`src/rtl/vperm_pkg.sv`:
```
package vperm_pkg;

    typedef enum logic [1:0] {
        ST_IDLE = 2'd0,
        ST_SCAN = 2'd1,
        ST_DONE = 2'd2
    } vperm_state_e;

    typedef enum logic {
        DIR_PACK   = 1'b0,
        DIR_UNPACK = 1'b1
    } vperm_dir_e;

endpackage

```
`src/rtl/vperm_rank.sv`:
```
// Exclusive prefix count of the mask: rank[i] is the number of set bits
// below position i; total is the full population count.
module vperm_rank #(
    parameter int N  = 8,
    parameter int LW = $clog2(N + 1)
) (
    input  logic [N-1:0]  mask,
    output logic [LW-1:0] rank [N],
    output logic [LW-1:0] total
);

    always_comb begin
        logic [LW-1:0] acc;
        acc = '0;
        for (int i = 0; i < N; i++) begin
            rank[i] = acc;
            acc     = acc + LW'(mask[i]);
        end
        total = acc;
    end

endmodule

```
`src/rtl/vperm_parallel.sv`:
```
// Whole-vector combinational permutation built on the prefix ranks.
module vperm_parallel
    import vperm_pkg::*;
#(
    parameter int N  = 8,
    parameter int W  = 8,
    parameter int LW = $clog2(N + 1),
    parameter int IW = (N > 1) ? $clog2(N) : 1
) (
    input  logic          dir,
    input  logic [N-1:0]  mask,
    input  logic [W-1:0]  src [N],
    input  logic [W-1:0]  dst [N],
    output logic [W-1:0]  res [N],
    output logic [LW-1:0] len
);

    logic [LW-1:0] rank [N];
    logic [LW-1:0] total;

    vperm_rank #(.N(N), .LW(LW)) u_rank (
        .mask  (mask),
        .rank  (rank),
        .total (total)
    );

    // Gather: destination slot j receives the selected element whose rank is j.
    logic [W-1:0] pack_res [N];
    always_comb begin
        for (int j = 0; j < N; j++) begin
            pack_res[j] = dst[j];
            for (int i = 0; i < N; i++) begin
                if (mask[i] && (rank[i] == LW'(j))) begin
                    pack_res[j] = src[i];
                end
            end
        end
    end

    // Scatter: a selected slot i reads the source element numbered by its rank.
    logic [W-1:0] unpack_res [N];
    always_comb begin
        for (int i = 0; i < N; i++) begin
            if (mask[i]) begin
                unpack_res[i] = src[rank[i][IW-1:0]];
            end else begin
                unpack_res[i] = dst[i];
            end
        end
    end

    always_comb begin
        for (int i = 0; i < N; i++) begin
            res[i] = (dir == DIR_UNPACK) ? unpack_res[i] : pack_res[i];
        end
        len = total;
    end

endmodule

```
`src/rtl/vperm_serial_step.sv`:
```
// One element visit of the serial engine: given the element index, the
// count of selected elements seen so far and the working vector, produce
// the updated working vector and count.
module vperm_serial_step
    import vperm_pkg::*;
#(
    parameter int N  = 8,
    parameter int W  = 8,
    parameter int LW = $clog2(N + 1),
    parameter int IW = (N > 1) ? $clog2(N) : 1
) (
    input  logic          dir,
    input  logic          bit_set,
    input  logic [IW-1:0] idx,
    input  logic [LW-1:0] ptr,
    input  logic [W-1:0]  src      [N],
    input  logic [W-1:0]  work     [N],
    output logic [W-1:0]  work_nxt [N],
    output logic [LW-1:0] ptr_nxt
);

    logic [IW-1:0] slot;
    assign slot = ptr[IW-1:0];

    always_comb begin
        work_nxt = work;
        ptr_nxt  = ptr;
        if (bit_set) begin
            if (dir == DIR_UNPACK) begin
                work_nxt[idx] = src[slot];
            end else begin
                work_nxt[slot] = src[idx];
            end
            ptr_nxt = ptr + 1'b1;
        end
    end

endmodule

```
`src/rtl/vperm_unit.sv`:
```
module vperm_unit
    import vperm_pkg::*;
#(
    parameter int ELEM_W   = 8,
    parameter int NUM_ELEM = 8,
    parameter int SERIAL   = 1
) (
    input  logic                         clk,
    input  logic                         rst_n,
    input  logic                         start,
    input  logic                         dir,
    input  logic [NUM_ELEM-1:0]          mask,
    input  logic [NUM_ELEM*ELEM_W-1:0]   src_flat,
    input  logic [NUM_ELEM*ELEM_W-1:0]   dst_flat,
    output logic                         busy,
    output logic                         done,
    output logic [NUM_ELEM*ELEM_W-1:0]   result_flat,
    output logic [$clog2(NUM_ELEM+1)-1:0] packed_len
);

    localparam int N  = NUM_ELEM;
    localparam int W  = ELEM_W;
    localparam int LW = $clog2(N + 1);
    localparam int IW = (N > 1) ? $clog2(N) : 1;

    vperm_state_e state, state_nxt;

    logic [W-1:0]  src_arr [N];
    logic [W-1:0]  dst_arr [N];
    logic [W-1:0]  res_q   [N];
    logic [LW-1:0] len_q;
    logic [N-1:0]  cap_mask;
    logic          scan_last;
    logic          accept;

    for (genvar g = 0; g < N; g++) begin : g_flat
        assign src_arr[g]               = src_flat[g*W +: W];
        assign dst_arr[g]               = dst_flat[g*W +: W];
        assign result_flat[g*W +: W]    = res_q[g];
    end
    assign packed_len = len_q;

    assign accept = start && (state == ST_IDLE);

    // State register
    always_ff @(posedge clk) begin
        if (!rst_n) begin
            state <= ST_IDLE;
        end else begin
            state <= state_nxt;
        end
    end

    // Next-state logic
    always_comb begin
        state_nxt = state;
        unique case (state)
            ST_IDLE: begin
                if (start) begin
                    state_nxt = (SERIAL != 0) ? ST_SCAN : ST_DONE;
                end
            end
            ST_SCAN: begin
                if (scan_last) begin
                    state_nxt = ST_DONE;
                end
            end
            ST_DONE: begin
                state_nxt = ST_IDLE;
            end
            default: begin
                state_nxt = ST_IDLE;
            end
        endcase
    end

    // Outputs
    always_comb begin
        busy = (state != ST_IDLE);
        done = (state == ST_DONE);
    end

    if (SERIAL != 0) begin : g_serial
        logic [W-1:0]  cap_src   [N];
        logic [W-1:0]  work      [N];
        logic [W-1:0]  step_work [N];
        logic [IW-1:0] idx;
        logic [LW-1:0] ptr;
        logic [LW-1:0] step_ptr;
        logic          cap_dir;

        vperm_serial_step #(.N(N), .W(W), .LW(LW), .IW(IW)) u_step (
            .dir      (cap_dir),
            .bit_set  (cap_mask[idx]),
            .idx      (idx),
            .ptr      (ptr),
            .src      (cap_src),
            .work     (work),
            .work_nxt (step_work),
            .ptr_nxt  (step_ptr)
        );

        assign scan_last = (idx == IW'(N - 1));

        always_ff @(posedge clk) begin
            if (!rst_n) begin
                for (int k = 0; k < N; k++) begin
                    cap_src[k] <= '0;
                    work[k]    <= '0;
                    res_q[k]   <= '0;
                end
                cap_dir  <= 1'b0;
                cap_mask <= '0;
                idx      <= '0;
                ptr      <= '0;
                len_q    <= '0;
            end else if (accept) begin
                cap_dir  <= dir;
                cap_mask <= mask;
                cap_src  <= src_arr;
                work     <= dst_arr;
                idx      <= '0;
                ptr      <= '0;
            end else if (state == ST_SCAN) begin
                work <= step_work;
                ptr  <= step_ptr;
                idx  <= idx + 1'b1;
                if (scan_last) begin
                    res_q <= step_work;
                    len_q <= step_ptr;
                end
            end
        end
    end else begin : g_parallel
        logic [W-1:0]  par_res [N];
        logic [LW-1:0] par_len;

        vperm_parallel #(.N(N), .W(W), .LW(LW), .IW(IW)) u_par (
            .dir  (dir),
            .mask (mask),
            .src  (src_arr),
            .dst  (dst_arr),
            .res  (par_res),
            .len  (par_len)
        );

        assign scan_last = 1'b1;

        always_ff @(posedge clk) begin
            if (!rst_n) begin
                for (int k = 0; k < N; k++) begin
                    res_q[k] <= '0;
                end
                len_q    <= '0;
                cap_mask <= '0;
            end else if (accept) begin
                res_q    <= par_res;
                len_q    <= par_len;
                cap_mask <= mask;
            end
        end
    end

endmodule

```
`config.mk`:
```
export PLATFORM = sky130hd
export DESIGN_NAME = vperm_unit
export DESIGN_NICKNAME = d
export VERILOG_FILES = /design/src/rtl/vperm_pkg.sv /design/src/rtl/vperm_rank.sv /design/src/rtl/vperm_parallel.sv /design/src/rtl/vperm_serial_step.sv /design/src/rtl/vperm_unit.sv
export SDC_FILE = /design/constraint.sdc
export NUM_CORES = 1
export LEC_CHECK = 0
export ABC_AREA = 1
export BUFFER_PORTS_ARGS = -buffer_cell sky130_fd_sc_hd__buf_2
export CAP_MARGIN = 30
export CORE_MARGIN = 1.5
export CORE_UTILIZATION = 52
export DETAILED_ROUTE_END_ITERATION = 10
export GPL_ROUTABILITY_DRIVEN = 0
export GPL_TIMING_DRIVEN = 1
export PLACE_DENSITY = 0.78
export SLEW_MARGIN = 20
export SYNTH_ARGS = -nofsm -noshare
export SYNTH_HDL_FRONTEND = slang
export SYNTH_SLANG_ARGS = --single-unit
```
`constraint.sdc`:
```
create_clock -name clk -period 2.1 [get_ports clk]
set_clock_uncertainty 0.1 [all_clocks]
set_input_delay 0.63 -clock clk [delete_from_list [all_inputs] [get_ports clk]]
set_output_delay 0.63 -clock clk [all_outputs]
set_load 0.05 [all_outputs]
```
==> run summary <==
slew margin rel.: 0.655
RR Endpoint: g_serial.work[7]$_SDFFE_PN0P_
CP Launch Type: flop
Area after DPL: 0.0155 sq mm
power density over cell area: 727 mW/mm^2
worst reg2reg path depth: 11
register area: 0.00429 sq mm
TNS Setup: 0 ps
grt peak-use layer: met2
Placed Instances: 2520
htree depth: 1
unrepaired setup endpoints after global routing: yes
number of max-cap violations: 0
Synth cell types: 28
Vias/cell: 5.63
Post-Layout Cell Count: 2566
die width: 164 microns
status: complete, no violations
Clock Tree Root: clkbuf_16
ant diodes: 0
DR WL/cell: 17.1 microns
Worst Hold Path EP: cap_mask[0]$_SDFFE_PN0P_
min-delay src: mask[0]
Max Slew Vio Count: 0
Worst-Skew Late Latency: 540 ps
Critical path buffers and inverters: 2
Die Ht: 164 microns
DP HPWL: 30100 microns
CTS tree: done
vias: 14500
synth top area cells: dfxtp_1 (32%), nand2_1 (16%), nand3_2 (8.9%)
GR Util met3: 0.0522
f_max: 491 MHz
worst endpoint required time: 1370 ps
initial antenna violation count: 0
crit path DAT: 1310 ps
Final Critical Period: 2040 ps
total I/O pin count: 210
P&R area growth vs syn: 21.0%
M2 GR Usage: 0.508
Filler Cells Inserted: 2197
drt pass-1 iters: 6
Post-Synthesis Cells: 2009
PortBufs: 209
Synth Flop Type: dfxtp_1
Tightest Hold Check Type: in -> reg
RR Startpoint: g_serial.idx[0]$_SDFFE_PP0N_
final net count: 2362
clk buf depth: 3
post-synthesis async set-or-reset flop share: 0
initial core utilization: 0.534
Mapped Avg Cell Area: 6.75 sq um
area of the core: 0.0254 sq mm
slowest cell delay on critical path: 330 ps
Post-Syn Area: 0.0136 sq mm
fin area: 0.0164 sq mm
CTS Buf Count: 24
row cnt: 58
largest delay contributor family on the critical path: flip-flops
share of cells above drive strength 1: 0.281
cts hold-fix bufs: 0
top cells by count, synth: nand2_1 (589), inv_1 (221), dfxtp_1 (214), a21oi_1 (206), nand3_1 (201)
WHS Path Cells: 3
DR DRC count: 0
multi-input logic area: 0.00780 sq mm
Peak supply drop: 0.573 mV
kind of critical path: reg -> out
vias in the first global route: 13700
P_leak: 0.00747 uW
CP max stage cell: dfxtp_1
final worst path period share: 0.971
DIE AREA: 0.0271 sq mm
GRT Overall Usage: 0.319
Final Hold Vio Count: 0
largest net degree at the start of global routing: 82
critical-path cell list: nor2_2 > inv_1 > buf_2
Critical Path Fanout Max: 3
first-pass GRT wire length: 69100 microns
Final setup viols: 0
dominant cell type by area after synthesis: dfxtp_1
CTS Sinks: 214
1st-iter DRT viols: 1734
GRT met1 Usage: 0.418
GRT overflow: 0
most frequent cell after synthesis: nand2_1
post-synth top area share: 0.316
number of synthesized flops with an enable pin: 0
sequential share of the synthesized area: 0.316
Synth warnings: 0
clk slew on worst S/H paths: 60 ps
synthesized flop and latch total: 214
Post-Syn Nets: 2152
ANT nets after route: 0
Worst-Margin Slew: 517 ps
drt total wl: 43900 microns
Worst setup EP type: output pin
Min Hold Slack: 269 ps
r2r setup slk: 60 ps
[timing repair]
action | in CTS | in global routing
setup endpoints to repair | 1 | 76
gates resized for setup | 1 | 7
pin swaps | 0 | 2
endpoints found under the hold margin | 0 | 0
gates cloned | 0 | 2
setup buffers | 0 | 1
[worst max-delay path by stage]
stage | end | slack (ps) | start | cells after the start
after floorplan | result_flat[0]$_SDFFE_PN0P_ | 80 | g_serial.idx[0]$_SDFFE_PP0N_ | 10
after global placement | result_flat[51]$_SDFFE_PN0P_ | 140 | g_serial.idx[0]$_SDFFE_PP0N_ | 11
after detailed placement | result_flat[51]$_SDFFE_PN0P_ | 70 | g_serial.idx[0]$_SDFFE_PP0N_ | 12
after CTS | done | 50 | state[1]$_SDFFE_PN0P_ | 3
after global routing | result_flat[17]$_SDFFE_PN0P_ | -20 | g_serial.idx[0]$_SDFFE_PP0N_ | 10
final | busy | 60 | state[0]$_SDFFE_PN0P_ | 3
[layer usage]
metal	vias to the layer above	routed length [microns]
met5	-	0
met4	0	2290
met3	173	4420
met2	804	19500
met1	6585	17700
li1	6895	-
[state kept, by name, summed over array words and instances, names as in the netlist]
signal and cells:
g_serial.cap_src 64, g_serial.work 64, result_flat 64, cap_mask 8, g_serial.ptr 4, packed_len 4
g_serial.idx 3, state 2, g_serial.cap_dir 1
[cells in the final DEF (no fill, tap or decap), drive strengths merged]
cell	netlist	routed
nand2	661	661
nand3	322	322
buf	40	297
a21oi	267	267
inv	233	232
dfxtp	214	214
o21ai	147	147
nor2	43	43
clkbuf	76	36
clkinv	1	9
ha	3	3
bufinv	0	3
xor2	2	2
[logic make-up after synthesis]
kind of cell               synth area share
and+or+nand+nor                       0.400
AOI/OAI and AO/OA                     0.170
buffers and inverters                 0.110
adders and majority gates           0.00277
DFF                                   0.316
xor gates and xnor gates            0.00129
[report_power, final]
group          switching (uW)  internal [uW]
Clock                    1770           2680
Combinational            2010           1090
Sequential               75.9           4290
Total                    3860           8060
[worst min-delay path, stage by stage]
cell	delay, ps
buf_2	70
o21ai_0	80
nor2_1	80
[through the flow]
stage	util	power [uW]	setup WS (ps)
after floorplan	-	6500	80.9
after global placement	0.610	7360	143
after detailed placement	0.610	7450	72.4
after CTS	0.643	11900	46.9
after global routing	0.646	12400	-22.5
final	0.646	11900	61.3
[final cells by class]
cell class,count,share of cell area
Sequential cell,214,0.261
Inverter,234,0.0548
Multi-Input combinational cell,1445,0.475
Timing Repair Buffer,300,0.133
Tap cell,330,0.0252
Clock inverter,10,0.00785
Clock buffer,33,0.0424
(Power assumes the default switching activity.)
